**src/rtl/nco_pkg.sv**
```systemverilog
package nco_pkg;

   typedef enum logic {
      NCO_MSB_OUT   = 1'b0,
      NCO_CARRY_OUT = 1'b1
   } nco_mode_e;

   // Terminal count of the prescaler: a zero period wraps to all ones,
   // which is a period of 2**w clocks.
   function automatic logic [15:0] nco_last16(input logic [15:0] per);
      return per - 16'd1;
   endfunction

endpackage

```
**src/rtl/nco_base_timer.sv**
```systemverilog
module nco_base_timer #(
   parameter int PER_W = 16
) (
   input  logic             clk,
   input  logic             rst_n,
   input  logic             en,
   input  logic [PER_W-1:0] period,
   output logic             tick
);

   localparam logic [PER_W-1:0] ONE = {{(PER_W-1){1'b0}}, 1'b1};

   logic [PER_W-1:0] cnt_q;
   logic [PER_W-1:0] last_cnt;

   if (PER_W < 1) begin : g_bad_width
      $error("nco_base_timer: PER_W must be at least 1");
   end

   // Wrap-around subtraction makes a zero period mean 2**PER_W clocks.
   assign last_cnt = period - ONE;
   assign tick     = en && (cnt_q == last_cnt);

   always_ff @(posedge clk or negedge rst_n) begin
      if (!rst_n) begin
         cnt_q <= '0;
      end else if (!en || tick) begin
         cnt_q <= '0;
      end else begin
         cnt_q <= cnt_q + ONE;
      end
   end

   // no two steps on neighbouring edges unless the period is one
   a_r2_tick_spacing: assert property (@(posedge clk) disable iff (!rst_n)
      en && tick && period != ONE |=> !tick || period == ONE || !$stable(period));

   // a disabled timer restarts from zero
   a_r1_timer_clear: assert property (@(posedge clk) disable iff (!rst_n)
      !en |=> cnt_q == '0);

endmodule

```
**src/rtl/nco_phase_acc.sv**
```systemverilog
module nco_phase_acc #(
   parameter int ACC_W = 32
) (
   input  logic             clk,
   input  logic             rst_n,
   input  logic             en,
   input  logic             tick,
   input  logic [ACC_W-1:0] incr,
   output logic             acc_msb,
   output logic             carry_now,
   output logic             carry_pulse
);

   logic [ACC_W-1:0] acc_q;
   logic             carry_q;
   logic [ACC_W:0]   sum;

   if (ACC_W < 2) begin : g_bad_width
      $error("nco_phase_acc: ACC_W must be at least 2");
   end

   assign sum       = {1'b0, acc_q} + {1'b0, incr};
   assign carry_now = en && tick && sum[ACC_W];

   always_ff @(posedge clk or negedge rst_n) begin
      if (!rst_n) begin
         acc_q   <= '0;
         carry_q <= 1'b0;
      end else if (!en) begin
         acc_q   <= '0;
         carry_q <= 1'b0;
      end else if (tick) begin
         acc_q   <= sum[ACC_W-1:0];
         carry_q <= sum[ACC_W];
      end else begin
         carry_q <= 1'b0;
      end
   end

   assign acc_msb     = acc_q[ACC_W-1];
   assign carry_pulse = carry_q;

   // a step adds the increment modulo 2**ACC_W
   a_r4_step_adds: assert property (@(posedge clk) disable iff (!rst_n)
      en && tick |=> !en || acc_q == $past(acc_q + incr));

   // between steps the phase is held whatever incr does
   a_r10_hold_between_steps: assert property (@(posedge clk) disable iff (!rst_n)
      en && !tick |=> !en || $stable(acc_q));

   // disabling clears the phase and the pulse
   a_r1_acc_clear: assert property (@(posedge clk) disable iff (!rst_n)
      !en |=> acc_q == '0 && !carry_q);

   // a pulse only ever follows a step
   a_r6_pulse_after_step: assert property (@(posedge clk) disable iff (!rst_n)
      carry_q |-> $past(tick));

endmodule

```
**src/rtl/nco_event_latch.sv**
```systemverilog
module nco_event_latch (
   input  logic clk,
   input  logic rst_n,
   input  logic en,
   input  logic set,
   input  logic ack,
   output logic flag
);

   logic flag_q;

   always_ff @(posedge clk or negedge rst_n) begin
      if (!rst_n) begin
         flag_q <= 1'b0;
      end else if (!en) begin
         flag_q <= 1'b0;
      end else if (set) begin
         flag_q <= 1'b1;
      end else if (ack) begin
         flag_q <= 1'b0;
      end
   end

   assign flag = flag_q;

   // the flag holds until acknowledged
   a_r8_sticky: assert property (@(posedge clk) disable iff (!rst_n)
      en && flag_q && !ack |=> !en || flag_q);

   // a set in the acknowledge cycle is not lost
   a_r9_set_wins: assert property (@(posedge clk) disable iff (!rst_n)
      en && set && ack |=> !en || flag_q);

endmodule

```
**src/rtl/phase_pulse_nco.sv**
```systemverilog
module phase_pulse_nco #(
   parameter int ACC_W        = 32,
   parameter int PER_W        = 16,
   parameter bit CARRY_OUT_EN = 1'b1
) (
   input  logic             clk,
   input  logic             rst_n,
   input  logic             en,
   input  logic             mode,
   input  logic [PER_W-1:0] base_period,
   input  logic [ACC_W-1:0] incr,
   input  logic             ack,
   output logic             pin_out,
   output logic             event_flag
);
   import nco_pkg::*;

   logic tick;
   logic acc_msb;
   logic carry_now;
   logic carry_pulse;
   logic flag_raw;
   logic pin_sel;

   nco_base_timer #(.PER_W(PER_W)) u_timer (
      .clk    (clk),
      .rst_n  (rst_n),
      .en     (en),
      .period (base_period),
      .tick   (tick)
   );

   nco_phase_acc #(.ACC_W(ACC_W)) u_acc (
      .clk         (clk),
      .rst_n       (rst_n),
      .en          (en),
      .tick        (tick),
      .incr        (incr),
      .acc_msb     (acc_msb),
      .carry_now   (carry_now),
      .carry_pulse (carry_pulse)
   );

   nco_event_latch u_event (
      .clk   (clk),
      .rst_n (rst_n),
      .en    (en),
      .set   (carry_now),
      .ack   (ack),
      .flag  (flag_raw)
   );

   if (CARRY_OUT_EN) begin : g_two_modes
      nco_mode_e mode_e;
      assign mode_e  = nco_mode_e'(mode);
      assign pin_sel = (mode_e == NCO_CARRY_OUT) ? carry_pulse : acc_msb;
   end else begin : g_msb_only
      logic unused_mode;
      assign unused_mode = mode;
      assign pin_sel     = acc_msb;
   end

   assign pin_out    = en && pin_sel;
   assign event_flag = en && flag_raw;

   // every carry pulse is accompanied by the flag
   a_r8_pulse_sets_flag: assert property (@(posedge clk) disable iff (!rst_n)
      en && carry_pulse |-> event_flag);

   // outputs quiet while disabled (checked one edge after disable)
   a_r1_quiet_when_off: assert property (@(posedge clk) disable iff (!rst_n)
      !en ##1 !en |-> !pin_out && !event_flag);

endmodule

```
**config.mk**
```make
export PLATFORM = sky130hd
export DESIGN_NAME = phase_pulse_nco
export DESIGN_NICKNAME = d
export VERILOG_FILES = /design/src/rtl/nco_pkg.sv /design/src/rtl/nco_base_timer.sv /design/src/rtl/nco_phase_acc.sv /design/src/rtl/nco_event_latch.sv /design/src/rtl/phase_pulse_nco.sv
export SDC_FILE = /design/constraint.sdc
export NUM_CORES = 1
export LEC_CHECK = 0
export BUFFER_PORTS_ARGS = -buffer_cell sky130_fd_sc_hd__clkbuf_2
export CORE_MARGIN = 10
export CORE_UTILIZATION = 50
export DETAILED_ROUTE_END_ITERATION = 6
export PLACE_DENSITY = 0.73
export SYNTH_ARGS = -nofsm -noshare
export SYNTH_HDL_FRONTEND = slang
export SYNTH_SLANG_ARGS = --single-unit
```
**constraint.sdc**
```tcl
create_clock -name clk -period 2.55 [get_ports clk]
set_input_delay 0.255 -clock clk [delete_from_list [all_inputs] [get_ports clk]]
set_output_delay 0.255 -clock clk [all_outputs]
set_load 0.01 [all_outputs]
```
* After elaboration in Yosys (flattened, before gate mapping)
Cells that the tools add are included.
** Word-level totals
- Word-level logic and storage cells :: 26
- Bits in registers :: 50
- Output and inout port bits :: 2
** Cells by class
- Reduce and logical (&&, ||, !) cells :: 7
- Add/sub/neg operators :: 3
- Mux-type cells :: 9
- Equality and inequality tests :: 3
** Operators by type and width (number)
- $mux 32 :: 2
- $add 32x32->33 :: 1
- $add 16x1->16 const B :: 1
- $eq 16x16->1 :: 1
- $mux 16 :: 1
- $sub 16x1->16 const B :: 1
- $mux 1 :: 6
- $logic_and 1x1->1 :: 5
- $ne 3x1->1 const B :: 1
- $ne 2x1->1 const B :: 1
- $logic_not 1->1 :: 1
- $logic_or 1x1->1 :: 1

* Depth between registers and ports, before layout
Gate-level depths: netlist (run 1).
- Word-level depth :: 7
- Mapped depth :: 14
- Gate-level depth less buffers :: 12

* By module
From an unflattened synthesis (run 1), not the netlist that was laid out.
** Second synthesis, totals
- Cells, all modules :: 541
- Area total of the unflattened synthesis :: 4536.9 um^2
** By module, submodules not included
- nco_phase_acc :: seq. area each 825.8 um^2, instances 1, cells an instance 366, area each 3011.6 um^2
- nco_base_timer :: seq. area each 400.4 um^2, instances 1, cells an instance 169, area each 1456.4 um^2
- nco_event_latch :: seq. area each 25.0 um^2, instances 1, cells an instance 3, area each 46.3 um^2
- phase_pulse_nco :: seq. area each 0.0 um^2, instances 1, cells an instance 3, area each 22.5 um^2

* Worst setup path after synthesis (run 1)
OpenSTA, ideal clock, no wires.
- Path type :: input -> register
- Start point :: in base_period[0]
- End point :: reg u_acc.acc_q[12]
- Stages on the path :: 14
- Buffers on the path :: 3
- Arrival :: 2.724 ns
- Slack :: -0.310 ns
- Data required time :: 2.414 ns
- Library setup time :: 0.136 ns
- Cell sequence :: inv_1 > ha_1 > buf_2 > or3_1 > nor3_1 > a31oi_1 > o31ai_1 > a31oi_1 > or3_1 > or4_1 > buf_2 > buf_2 > nand3_1 > o41ai_2
** On the way
- Cells in the longest elaborated chain, start to end :: 4
** RTL lines
- start: declaration :: line phase_pulse_nco.sv:10 : input logic [PER_W-1:0] base_period,
- $sub 16x1->16 :: line nco_base_timer.sv:21 : assign last_cnt = period - ONE;
- $eq 16x16->1 :: line nco_base_timer.sv:22 : assign tick = en && (cnt_q == last_cnt);
- $logic_and 1x1->1 :: line nco_base_timer.sv:22
- $ne 2x1->1 (no line)
- end signal: assignment :: line nco_phase_acc.sv:33 : acc_q <= sum[ACC_W-1:0];
- end: declaration :: line nco_phase_acc.sv:14 : logic [ACC_W-1:0] acc_q;
Every way passes these cells.
A chain may end at the register's enable or synchronous reset.

* Worst setup path after layout (run 1)
- Start point :: reg u_timer.cnt_q[11]
- End point :: reg u_acc.acc_q[28]
** On the way
- Cells in the longest elaborated chain, start to end :: 3
** RTL lines
- start: declaration :: line nco_base_timer.sv:13 : logic [PER_W-1:0] cnt_q;
- start signal: assignment :: line nco_base_timer.sv:30 : cnt_q <= cnt_q + ONE;
- $eq 16x16->1 :: line nco_base_timer.sv:22
- $logic_and 1x1->1 :: line nco_base_timer.sv:22
- $ne 2x1->1 (no line)
Every way passes these cells.

==> results of run 1 <==
area by class of cell:
class / instances / area, sq um
inverter: 14 / 77.6
clock buffer: 5 / 68.8
timing repair buffer: 139 / 1070
multi-input combinational: 420 / 3360
clock inverter: 3 / 26.3
tap: 105 / 131
fill: 563 / 2140
sequential: 50 / 1250
per-layer routing:
| layer | track usage [%] | up-vias |
|---|---|---|
| li1 | - | 2061 |
| met1 | 22.8 | 2099 |
| met2 | 31.8 | 134 |
| met3 | 3.73 | 33 |
| met4 | 4.77 | 0 |
| met5 | 0 | - |
kinds of logic after synthesis:
kind of cell	Yosys count
xor gates and xnor gates	59
DFF	50
AOI/OAI and AO/OA	130
and+or+nand+nor	193
muxes	1
buffers and inverters	31
adders and majority gates	36
cells in the final DEF (no fill, tap or decap), drive strengths merged, types with 9 or more instances in the layout:
cell type and instances:
buf 81, nand2 73, clkbuf 62, dfrtp 50, nor2 47, a21oi 47, ha 34, xnor2 31
xor2 28, o21ai 20, inv 16, nor3 16, nand3 13, a21o 9
timing repair:
item | in CTS | in global routing
gates resized for setup | 31 | 120
buffers inserted | 8 | 10
hold buffers | 1 | 0
setup endpoints to repair | 50 | 50
hold endpoints to repair | 11 | 0
gates cloned | 2 | 5
pin swaps | 16 | 49
sequential cells by signal, summed over array words and instances, names as in the netlist:
name / flops
u_acc.acc_q: 32
u_timer.cnt_q: 16
u_acc.carry_pulse: 1
u_event.flag: 1
how the worst max path moves through the flow:
stage | slack, ns | from | endpoint | depth (start not counted)
detailed placement | -0.34 | base_period[0] | u_timer.cnt_q[5] | 13
finish | -0.13 | u_timer.cnt_q[11] | u_acc.acc_q[28] | 13
CTS | -0.08 | u_acc.acc_q[0] | u_event.flag | 12
global route | -0.23 | u_acc.acc_q[0] | u_event.flag | 12
global placement | -0.27 | base_period[0] | u_timer.cnt_q[15] | 13
floorplan | -0.05 | base_period[1] | u_acc.acc_q[12] | 14
power by group through the flow:
stage	Clock [mW]	Sequential [mW]	Combinational, mW
3_3_place_gp	0	0.818	0.289
4_1_cts	0.534	0.803	0.309
5_1_grt	0.578	0.805	0.374
6_report	0.531	0.804	0.343
2_1_floorplan	0	0.816	0.151
3_5_place_dp	0	0.818	0.297
through the flow:
step | util [%] | total power [mW] | instance area, sq um | TNS [ns] | setup slack [ns]
CTS | 66.4 | 1.65 | 5400 | -0.233 | -0.0765
detailed placement | 61.8 | 1.12 | 5030 | -13.82 | -0.343
floorplan | - | 0.966 | 4240 | -1.21 | -0.0504
global route | 73.7 | 1.76 | 5990 | -5.52 | -0.234
global placement | 61.8 | 1.11 | 5030 | -10.42 | -0.272
finish | 73.7 | 1.68 | 5990 | -2.85 | -0.133
==> qor.json, run 1 <==
{
  "setup_ws": {"value": -0.133, "unit": "ns"},
  "pwr-share-comb": {"value": 20.4, "unit": "%"},
  "synth_cell_type_count": {"value": 63},
  "tightestPinTransition": {"value": 0.561, "unit": "ns"},
  "drt-vias-per-instance": {"value": 5.88},
  "element_type_at_the_critical_path_end": {"value": "register"},
  "first_global_vias": {"value": 4208},
  "drv_cap": {"value": 0},
  "fin_hold_ws": {"value": 0.127, "unit": "ns"},
  "grt_remaining_overflow": {"value": 0},
  "final_layout_size_suffix_gt1_share": {"value": 40.4, "unit": "%"},
  "n_antenna_cell": {"value": 0},
  "synth_edf_count": {"value": 0},
  "topRoutingLayerUsed": {"value": "met4"},
  "sw_frac_of_total": {"value": 31.4, "unit": "%"},
  "cts.path.max_buffers": {"value": 2},
  "critical_path.startpoint_type": {"value": "register"},
  "stdcell_count": {"value": 736},
  "total_vias_in_the_final_route": {"value": 4327},
  "power-per-cell-area": {"value": 280, "unit": "nW/um^2"},
  "leakage": {"value": 2.76, "unit": "nW"},
  "core.rowCount": {"value": 33},
  "tritoncts.num_buffers": {"value": 5},
  "cts.sinks": {"value": 50},
  "period_needed": {"value": 2.68, "unit": "ns"},
  "cp_data_required_time": {"value": 2.77, "unit": "ns"},
  "cts.reportedPaths.clkPinSlew": {"value": 0.11, "unit": "ns"},
  "numPlacedInstances": {"value": 705},
  "min-delay-start": {"value": "ack"},
  "r2r_cells": {"value": 13},
  "ioPinCount": {"value": 55},
  "synth_nets": {"value": 588},
  "layout-area-overhead-vs-synth": {"value": 45.0, "unit": "%"},
  "drt_first_iter_violations": {"value": 239},
  "hold_end": {"value": "u_event.flag"},
  "synthAdderAreaFrac": {"value": 11.0, "unit": "%"},
  "synth.cell_area": {"value": 4130, "unit": "sq um"},
  "nets": {"value": 718},
  "whs_path_depth": {"value": 2},
  "p_switching": {"value": 0.527, "unit": "mW"},
  "path_delay_family": {"value": "simple AND/OR/NAND/NOR gates"},
  "grt_start_max_net_pins": {"value": 40},
  "post_synthesis_sequential_area_ratio": {"value": 30.3, "unit": "%"},
  "path_class": {"value": "register to register"},
  "crit_buf_inv": {"value": 4},
  "clock_tree.root_cell": {"value": "sky130_fd_sc_hd__clkbuf_8"},
  "fp.coreArea": {"value": 8130, "unit": "sq um"},
  "synthesis.instances": {"value": 500},
  "power_frac_clock": {"value": 31.7, "unit": "%"},
  "synth_compound_gate_area_share": {"value": 20.8, "unit": "%"},
  "grt_setup_unrepaired": {"value": "yes"},
  "most_used_cell_along_the_critical_path": {"value": "sky130_fd_sc_hd__buf_4"},
  "timing.fmax": {"value": 373, "unit": "MHz"},
  "route.detailed.drc": {"value": 0},
  "synth_warnings": {"value": 0},
  "r2r_slack": {"value": -0.13, "unit": "ns"},
  "ys_seq_elements": {"value": 50},
  "postSynthAreaPerCell": {"value": 8.26, "unit": "sq um"},
  "r2r-start": {"value": "u_timer.cnt_q[11]"},
  "layout_worst_path_cycle_share": {"value": 105, "unit": "%"},
  "outcome": {"value": "finished with violations"},
  "critical-path-max-stage-delay": {"value": 0.43, "unit": "ns"},
  "finalMaxSlewViolations": {"value": 0},
  "synthMostInstantiatedCell": {"value": "sky130_fd_sc_hd__nand2_1"},
  "dp_hpwl": {"value": 8.67, "unit": "mm"},
  "worst-path-max-fanout": {"value": 4},
  "worst_ir_drop_vdd": {"value": 211, "unit": "uV"},
  "design.die.area": {"value": 12300, "unit": "sq um"},
  "crit_path_top_delay_cell": {"value": "sky130_fd_sc_hd__dfrtp_1"},
  "route.met2.wl": {"value": 6.38, "unit": "mm"},
  "die_w": {"value": 111, "unit": "um"},
  "grt_pass1_wl": {"value": 19.6, "unit": "mm"},
  "holdCritPathClass": {"value": "input port to register"},
  "gp_congestion": {"value": 0.897},
  "r2r_path_end": {"value": "u_acc.acc_q[28]"},
  "clock-skew-final": {"value": 0.00556, "unit": "ns"},
  "wl_met3": {"value": 695, "unit": "um"},
  "yosysTopAreaCellShare": {"value": 30.3, "unit": "%"},
  "length_of_the_first_detailed_routing_pass_in_iterations": {"value": 5},
  "post_synth_xor_area_fraction": {"value": 12.5, "unit": "%"},
  "yosys.area.top_type": {"value": "sky130_fd_sc_hd__dfrtp_1"},
  "clock_tree.htree_level_count": {"value": 2},
  "max-slew-margin-rel": {"value": 62.3, "unit": "%"},
  "fp.dieH": {"value": 111, "unit": "um"},
  "failed_checks": {"value": "setup timing"},
  "internal_power": {"value": 1.15, "unit": "mW"},
  "grt.total_usage": {"value": 18.5, "unit": "%"},
  "arrival": {"value": 2.90, "unit": "ns"},
  "route.antenna.remaining_nets": {"value": 0},
  "synth.area.mux_share": {"value": 0.242, "unit": "%"},
  "cts_tree": {"value": "yes"},
  "routed_wl": {"value": 12.8, "unit": "mm"},
  "cp_cell_sequence": {"value": "xnor2_2, buf_4, nor3_2, a31oi_1, o31ai_1, a31oi_1, buf_4, or3_4, nor3_4, buf_4, nor2_2, buf_4, a22o_1"},
  "yosys-top-cells-area": {"value": "sky130_fd_sc_hd__dfrtp_1, sky130_fd_sc_hd__ha_1, sky130_fd_sc_hd__xnor2_1, sky130_fd_sc_hd__nand2_1, sky130_fd_sc_hd__xor2_1"},
  "worst_skew_pair.late_latency": {"value": 0.32, "unit": "ns"},
  "synth-async-reset-ratio": {"value": 100, "unit": "%"},
  "wl_per_cell": {"value": 17.4, "unit": "um"},
  "drt-met1-wl": {"value": 5.44, "unit": "mm"},
  "place.port_buffers": {"value": 54},
  "synth_top_family_by_area": {"value": "simple AND/OR/NAND/NOR gates"},
  "synth_simple_gate_area_share": {"value": 22.0, "unit": "%"},
  "netlist_top_cells_count": {"value": "sky130_fd_sc_hd__nand2_1, sky130_fd_sc_hd__dfrtp_1, sky130_fd_sc_hd__a21oi_1"},
  "initial_core_util": {"value": 50.8, "unit": "%"},
  "grt_antenna_before_repair": {"value": 0},
  "seq_power_share": {"value": 47.9, "unit": "%"},
  "hold_violations": {"value": 0},
  "finalSetupViolations": {"value": 48},
  "ys.flop_type": {"value": "sky130_fd_sc_hd__dfrtp_1"}
}
No activity file was read; power rests on OpenSTA's default activity.
==> inputs of run 2 (changes only) <==
--- a/config.mk
+++ b/config.mk
@@ -12,4 +12,5 @@
 export PLACE_DENSITY = 0.73
 export SYNTH_ARGS = -nofsm -noshare
 export SYNTH_HDL_FRONTEND = slang
+export SYNTH_HIERARCHICAL = 1
 export SYNTH_SLANG_ARGS = --single-unit
==> qor.json, run 2 <==
{
  "max_flop_register": {"value": "u_acc/acc_q"},
  "arrival": {"value": 3.04, "unit": "ns"},
  "max-slew-margin-rel": {"value": 57.0, "unit": "%"},
  "critical-path-max-stage-delay": {"value": 0.54, "unit": "ns"},
  "cts.sinks": {"value": 50},
  "fp.dieH": {"value": 115, "unit": "um"},
  "leakage": {"value": 2.68, "unit": "nW"},
  "commonest_non_fill_non_tap_cell_in_the_layout": {"value": "sky130_fd_sc_hd__buf_4"},
  "synth_edf_count": {"value": 0},
  "holdCritPathClass": {"value": "input port to register"},
  "wl_per_cell": {"value": 17.1, "unit": "um"},
  "drt_first_iter_violations": {"value": 347},
  "worst-path-max-fanout": {"value": 13},
  "n_antenna_cell": {"value": 0},
  "synth_nets": {"value": 629},
  "cts_tree": {"value": "yes"},
  "layout-area-overhead-vs-synth": {"value": 31.6, "unit": "%"},
  "route.detailed.drc": {"value": 0},
  "critical_path.startpoint_type": {"value": "input port"},
  "hold_violations": {"value": 0},
  "largest_reg_flops": {"value": 32},
  "worst_skew_pair.late_latency": {"value": 0.31, "unit": "ns"},
  "cp_data_required_time": {"value": 2.79, "unit": "ns"},
  "route.antenna.remaining_nets": {"value": 0},
  "clock-skew-final": {"value": 0.0112, "unit": "ns"},
  "post-route-util": {"value": 68.1, "unit": "%"},
  "path_delay_family": {"value": "simple AND/OR/NAND/NOR gates"},
  "timing.fmax": {"value": 358, "unit": "MHz"},
  "gp_congestion": {"value": 0.964},
  "routed_wl": {"value": 13.4, "unit": "mm"},
  "outcome": {"value": "finished with violations"},
  "largestRegisters": {"value": "u_acc/acc_q x32, u_timer/cnt_q x16"},
  "grt_start_max_net_pins": {"value": 34},
  "ioPinCount": {"value": 55},
  "synthMostInstantiatedCell": {"value": "sky130_fd_sc_hd__nand2_1"},
  "most_used_cell_along_the_critical_path": {"value": "sky130_fd_sc_hd__buf_6"},
  "place.port_buffers": {"value": 54},
  "tightestPinTransition": {"value": 0.636, "unit": "ns"},
  "grt.total_usage": {"value": 19.8, "unit": "%"},
  "grt_setup_unrepaired": {"value": "yes"},
  "synth.cell_area": {"value": 4540, "unit": "sq um"},
  "synthesis.instances": {"value": 541},
  "fp.coreArea": {"value": 8760, "unit": "sq um"},
  "cts.reportedPaths.clkPinSlew": {"value": 0.10, "unit": "ns"},
  "length_of_the_first_detailed_routing_pass_in_iterations": {"value": 5},
  "die_w": {"value": 115, "unit": "um"},
  "grt_remaining_overflow": {"value": 0},
  "setup_ws": {"value": -0.247, "unit": "ns"},
  "fillCellCount": {"value": 720},
  "total_vias_in_the_final_route": {"value": 4578},
  "grt_antenna_before_repair": {"value": 0},
  "worst_ir_drop_vdd": {"value": 242, "unit": "uV"},
  "synth_cell_type_count": {"value": 71},
  "final.setup.tns": {"value": -5.71, "unit": "ns"},
  "nets": {"value": 762},
  "drv_cap": {"value": 0},
  "path_class": {"value": "input port to register"},
  "period_needed": {"value": 2.80, "unit": "ns"},
  "crit_path_top_delay_cell": {"value": "sky130_fd_sc_hd__or4_4"},
  "design.die.area": {"value": 13300, "unit": "sq um"},
  "layout_worst_path_cycle_share": {"value": 110, "unit": "%"},
  "dp_hpwl": {"value": 10.4, "unit": "mm"},
  "drt-vias-per-instance": {"value": 5.85},
  "grt_pass1_wl": {"value": 22.1, "unit": "mm"},
  "power.total": {"value": 1.84, "unit": "mW"},
  "crit_buf_inv": {"value": 4},
  "core.rowCount": {"value": 34},
  "yosys.area.top_type": {"value": "sky130_fd_sc_hd__dfrtp_1"},
  "synth_warnings": {"value": 6},
  "postSynthAreaPerCell": {"value": 8.39, "unit": "sq um"},
  "failed_checks": {"value": "setup timing"},
  "final_layout_size_suffix_gt1_share": {"value": 30.4, "unit": "%"},
  "yosys-top-cells-area": {"value": "sky130_fd_sc_hd__dfrtp_1, sky130_fd_sc_hd__ha_1, sky130_fd_sc_hd__xnor2_1, sky130_fd_sc_hd__xor2_1, sky130_fd_sc_hd__nand2_1"},
  "tritoncts.num_buffers": {"value": 5},
  "element_type_at_the_critical_path_end": {"value": "register"},
  "post_synthesis_sequential_area_ratio": {"value": 27.6, "unit": "%"},
  "clock_tree.root_cell": {"value": "sky130_fd_sc_hd__clkbuf_8"},
  "ys.flop_type": {"value": "sky130_fd_sc_hd__dfrtp_1"},
  "finalSetupViolations": {"value": 33},
  "clock_tree.htree_level_count": {"value": 2},
  "cts.path.max_buffers": {"value": 2},
  "yosysTopAreaCellShare": {"value": 27.6, "unit": "%"},
  "layout.cells.most_common_list": {"value": "sky130_fd_sc_hd__buf_4, sky130_fd_sc_hd__clkbuf_2, sky130_fd_sc_hd__nand2_1"},
  "ys_seq_elements": {"value": 50},
  "netlist_top_cells_count": {"value": "sky130_fd_sc_hd__nand2_1, sky130_fd_sc_hd__dfrtp_1, sky130_fd_sc_hd__nor2_1"},
  "cp_cell_sequence": {"value": "buf_6, or4_4, or4_4, o211a_1, or3_4, o2111ai_4, a2111oi_4, buf_6, buf_6, nor2_4, buf_12, nand2_1, o21ai_1"},
  "initial_core_util": {"value": 51.8, "unit": "%"},
  "synth-async-reset-ratio": {"value": 100, "unit": "%"},
  "finalMaxSlewViolations": {"value": 0},
  "power-per-cell-area": {"value": 308, "unit": "nW/um^2"},
  "first_global_vias": {"value": 4695}
}
[run 2: through the flow]
stage / setup WS [ns] / hold slack, ns / std cells / area [sq um]
3_5_place_dp: -0.573 / 0.238 / 766 / 5590
4_1_cts: -0.170 / 0.283 / 777 / 5820
2_1_floorplan: -0.388 / -0.0406 / 541 / 4700
6_report: -0.247 / 0.290 / 783 / 5970
3_3_place_gp: -0.474 / 0.234 / 766 / 5590
5_1_grt: -0.287 / 0.288 / 783 / 5970
[run 2: path summary, 6_finish.rpt]
| check | from | to | slack (ns) | cells after the start |
|---|---|---|---|---|
| min | ack | u_event/flag | 0.29 | 3 |
| min in group asynchronous | rst_n | u_acc/acc_q[16] | 0.43 | 2 |
| max in group asynchronous | rst_n | u_timer/cnt_q[15] | 1.29 | 3 |
| min reg2reg | u_acc/acc_q[30] | u_acc/acc_q[30] | 0.51 | 2 |
| max reg2reg | u_timer/cnt_q[13] | u_acc/acc_q[20] | -0.07 | 10 |
| max | base_period[3] | u_acc/acc_q[11] | -0.25 | 13 |
[run 2: kinds of logic after synthesis]
family	share of synthesized area, %
adders and majority gates	9.82
AOI/OAI and AO/OA	23.0
and+or+nand+nor	24.1
xor gates and xnor gates	10.0
muxes	2.45
buffers and inverters	3.03
DFF	27.6
[run 2: routing by layer]
metal | global-route usage, % | vias to the layer above | share of wire (%)
li1 | - | 2252 | -
met1 | 25.4 | 2175 | 44
met2 | 33.8 | 136 | 49
met3 | 3.54 | 15 | 5.5
met4 | 4.37 | 0 | 1.4
met5 | 0 | - | 0
[run 2: tightest hold or removal path: stages]
cell and delay [ns]:
sky130_fd_sc_hd__clkbuf_2 0.10, sky130_fd_sc_hd__nor2b_4 0.09, sky130_fd_sc_hd__o21a_1 0.12
[run 2: layout make-up]
| cell class | instances | area, sq um | area share, % |
|---|---|---|---|
| Clock buffer | 5 | 68.8 | 1.15 |
| Clock inverter | 3 | 68.8 | 1.15 |
| Inverter | 17 | 63.8 | 1.07 |
| Multi-Input combinational cell | 458 | 3360 | 56.2 |
| Sequential cell | 50 | 1250 | 21.0 |
| Tap cell | 108 | 135 | 2.26 |
| Timing Repair Buffer | 142 | 1030 | 17.2 |
[run 2: report_power, final]
group	internal, mW	total [mW]	switching, mW	leakage [nW]
sequential	0.796	0.801	0.00513	0.696
clock	0.394	0.693	0.300	0.0683
combinational	0.152	0.344	0.192	1.92
total	1.34	1.84	0.497	2.68
[run 2: timing repair]
item,4_1_cts,5_1_grt
hold endpoints to repair,17,0
setup endpoints to repair,33,34
cloned,0,1
buffers inserted,2,5
gates resized for setup,17,24
pin swaps,2,2
hold buffers,1,0
==> inputs of run 3 (changes only) <==
--- a/config.mk
+++ b/config.mk
@@ -6,10 +6,11 @@
 export NUM_CORES = 1
 export LEC_CHECK = 0
 export BUFFER_PORTS_ARGS = -buffer_cell sky130_fd_sc_hd__clkbuf_2
+export CORE_ASPECT_RATIO = 0.5
 export CORE_MARGIN = 10
-export CORE_UTILIZATION = 50
+export CORE_UTILIZATION = 30
 export DETAILED_ROUTE_END_ITERATION = 6
-export PLACE_DENSITY = 0.73
+export PLACE_DENSITY = 0.48
 export SYNTH_ARGS = -nofsm -noshare
 export SYNTH_HDL_FRONTEND = slang
 export SYNTH_HIERARCHICAL = 1
==> qor.json, run 3 (synthesis gave the netlist of run 2 again) <==
{
  "drt-met1-wl": {"value": 6.71, "unit": "mm"},
  "fp.dieH": {"value": 107, "unit": "um"},
  "largest_reg_flops": {"value": 32},
  "post-route-util": {"value": 41.7, "unit": "%"},
  "fin_hold_ws": {"value": -0.00448, "unit": "ns"},
  "clock_tree.htree_level_count": {"value": 2},
  "tritoncts.num_buffers": {"value": 5},
  "worst_ir_drop_vdd": {"value": 238, "unit": "uV"},
  "layout-area-overhead-vs-synth": {"value": 34.6, "unit": "%"},
  "cts_tree": {"value": "yes"},
  "holdCritPathClass": {"value": "input port to asynchronous set/reset pin"},
  "topRoutingLayerUsed": {"value": "met4"},
  "wl_per_cell": {"value": 15.6, "unit": "um"},
  "drt-vias-per-instance": {"value": 5.07},
  "grt_start_max_net_pins": {"value": 26},
  "cts.path.max_buffers": {"value": 2},
  "cts.reportedPaths.clkPinSlew": {"value": 0.07, "unit": "ns"},
  "route.met2.wl": {"value": 6.40, "unit": "mm"},
  "length_of_the_first_detailed_routing_pass_in_iterations": {"value": 4},
  "max_flop_register": {"value": "u_acc/acc_q"},
  "drv_cap": {"value": 0},
  "tightestPinTransition": {"value": 0.716, "unit": "ns"},
  "grt_antenna_before_repair": {"value": 0},
  "gp_congestion": {"value": 0.845},
  "route.detailed.drc": {"value": 0},
  "grt_remaining_overflow": {"value": 0},
  "cts.sinks": {"value": 50},
  "layout_worst_path_cycle_share": {"value": 107, "unit": "%"},
  "clock-skew-final": {"value": 0.00772, "unit": "ns"},
  "nets": {"value": 760},
  "worst-path-max-fanout": {"value": 8},
  "commonest_non_fill_non_tap_cell_in_the_layout": {"value": "sky130_fd_sc_hd__buf_4"},
  "layout.cells.most_common_list": {"value": "sky130_fd_sc_hd__buf_4, sky130_fd_sc_hd__nand2_1, sky130_fd_sc_hd__clkbuf_2"},
  "final_layout_size_suffix_gt1_share": {"value": 30.2, "unit": "%"},
  "hold_violations": {"value": 2},
  "path_class": {"value": "input port to register"},
  "grt_pass1_wl": {"value": 23.0, "unit": "mm"},
  "critical_path.startpoint_type": {"value": "input port"},
  "max-slew-margin-rel": {"value": 52.3, "unit": "%"},
  "power.total": {"value": 1.87, "unit": "mW"},
  "ioPinCount": {"value": 55},
  "element_type_at_the_critical_path_end": {"value": "register"},
  "worst_skew_pair.late_latency": {"value": 0.30, "unit": "ns"},
  "finalMaxSlewViolations": {"value": 0},
  "finalSetupViolations": {"value": 33},
  "initial_core_util": {"value": 31.0, "unit": "%"},
  "failed_checks": {"value": "hold timing, setup timing"},
  "die_w": {"value": 194, "unit": "um"},
  "dp_hpwl": {"value": 10.8, "unit": "mm"},
  "n_antenna_cell": {"value": 0},
  "cp_data_required_time": {"value": 2.77, "unit": "ns"},
  "routed_wl": {"value": 13.6, "unit": "mm"},
  "leakage": {"value": 2.66, "unit": "nW"},
  "core.rowCount": {"value": 31},
  "route.antenna.remaining_nets": {"value": 0},
  "period_needed": {"value": 2.74, "unit": "ns"},
  "power-per-cell-area": {"value": 306, "unit": "nW/um^2"},
  "setup_ws": {"value": -0.191, "unit": "ns"},
  "outcome": {"value": "finished with violations"},
  "largestRegisters": {"value": "u_acc/acc_q x32, u_timer/cnt_q x16"},
  "place.port_buffers": {"value": 54},
  "timing.fmax": {"value": 365, "unit": "MHz"},
  "clock_tree.root_cell": {"value": "sky130_fd_sc_hd__clkbuf_16"},
  "first_global_vias": {"value": 4578},
  "grt.total_usage": {"value": 13.1, "unit": "%"},
  "fillCellCount": {"value": 1460},
  "grt_setup_unrepaired": {"value": "yes"},
  "arrival": {"value": 2.96, "unit": "ns"},
  "r2r_slack": {"value": -0.04, "unit": "ns"},
  "fp.coreArea": {"value": 14600, "unit": "sq um"},
  "design.die.area": {"value": 20700, "unit": "sq um"},
  "total_vias_in_the_final_route": {"value": 4413},
  "drt_first_iter_violations": {"value": 248},
  "wl_met3": {"value": 412, "unit": "um"}
}
[run 3: cell count changes in the layout (fill, tap and decap cells not counted), moves of 3 or more]
cell,delta
sky130_fd_sc_hd__nor3_2,+4
sky130_fd_sc_hd__buf_4,+3
sky130_fd_sc_hd__nand2_1,+4
sky130_fd_sc_hd__clkbuf_8,-4
sky130_fd_sc_hd__clkbuf_16,+5
sky130_fd_sc_hd__o21ai_2,-4
sky130_fd_sc_hd__o21ai_1,+4
sky130_fd_sc_hd__buf_6,-6
sky130_fd_sc_hd__nor3_1,-7
sky130_fd_sc_hd__nor3_4,+3
[run 3: critical path: stages]
cell and delay, ns:
sky130_fd_sc_hd__clkbuf_2 0.09, sky130_fd_sc_hd__or4_4 0.56, sky130_fd_sc_hd__buf_12 0.16, sky130_fd_sc_hd__nor4_4 0.25
sky130_fd_sc_hd__mux2_4 0.32, sky130_fd_sc_hd__a31o_2 0.24, sky130_fd_sc_hd__a2111oi_4 0.40, sky130_fd_sc_hd__buf_12 0.19
sky130_fd_sc_hd__inv_2 0.04, sky130_fd_sc_hd__or3_1 0.29, sky130_fd_sc_hd__o211ai_1 0.15
[run 3: cell type report]
class | instances | area, sq um | share of cell area, %
clock inverters | 2 | 17.5 | 0.287
clock buffers | 6 | 139 | 2.28
inverters | 17 | 63.8 | 1.05
multi-input cells | 458 | 3370 | 55.2
well taps | 198 | 248 | 4.06
repair buffers | 140 | 1010 | 16.6
flip-flops and latches | 50 | 1250 | 20.5
[run 3: path summary, 6_finish.rpt]
check | cells past startpoint | start | endpoint
worst max-delay path | 11 | base_period[6] | u_acc/acc_q[19]
max in group asynchronous | 2 | rst_n | u_acc/acc_q[29]
worst max register to register | 10 | u_timer/cnt_q[5] | u_acc/acc_q[19]
min in group clk | 3 | ack | u_event/flag
worst min register to register | 2 | u_acc/acc_q[11] | u_acc/acc_q[11]
worst min-delay path | 1 | rst_n | u_acc/acc_q[27]
[run 3: repair_timing]
| item | in CTS | in global routing |
|---|---|---|
| setup endpoints to repair | 33 | 50 |
| pin swaps | 5 | 7 |
| hold buffers | 0 | 0 |
| buffers inserted | 8 | 2 |
| gates cloned | 0 | 1 |
| resized for setup | 15 | 16 |
[run 3: report_power, final]
part | internal [mW] | switching (mW)
combinational | 0.152 | 0.189
clock | 0.395 | 0.330
sequential | 0.796 | 0.00508
[run 3: stage by stage]
step / hold WS [ns] / setup TNS (ns) / instances / setup slack (ns) / area, sq um
floorplan: -0.0406 / -10.02 / 541 / -0.388 / 4700
global placement: 0.348 / -16.00 / 857 / -0.533 / 5750
detailed placement: 0.358 / -16.78 / 857 / -0.556 / 5750
CTS: 0.0391 / -5.15 / 873 / -0.213 / 6010
global route: 0.0515 / -6.78 / 871 / -0.267 / 6100
finish: -0.00448 / -3.26 / 871 / -0.191 / 6100
[run 3: per-layer routing]
| layer | track usage [%] | vias to the layer above |
|---|---|---|
| li1 | - | 2243 |
| met2 | 22.6 | 62 |
| met5 | 0 | - |
| met4 | 2.40 | 0 |
| met1 | 16.9 | 2104 |
| met3 | 2.24 | 4 |
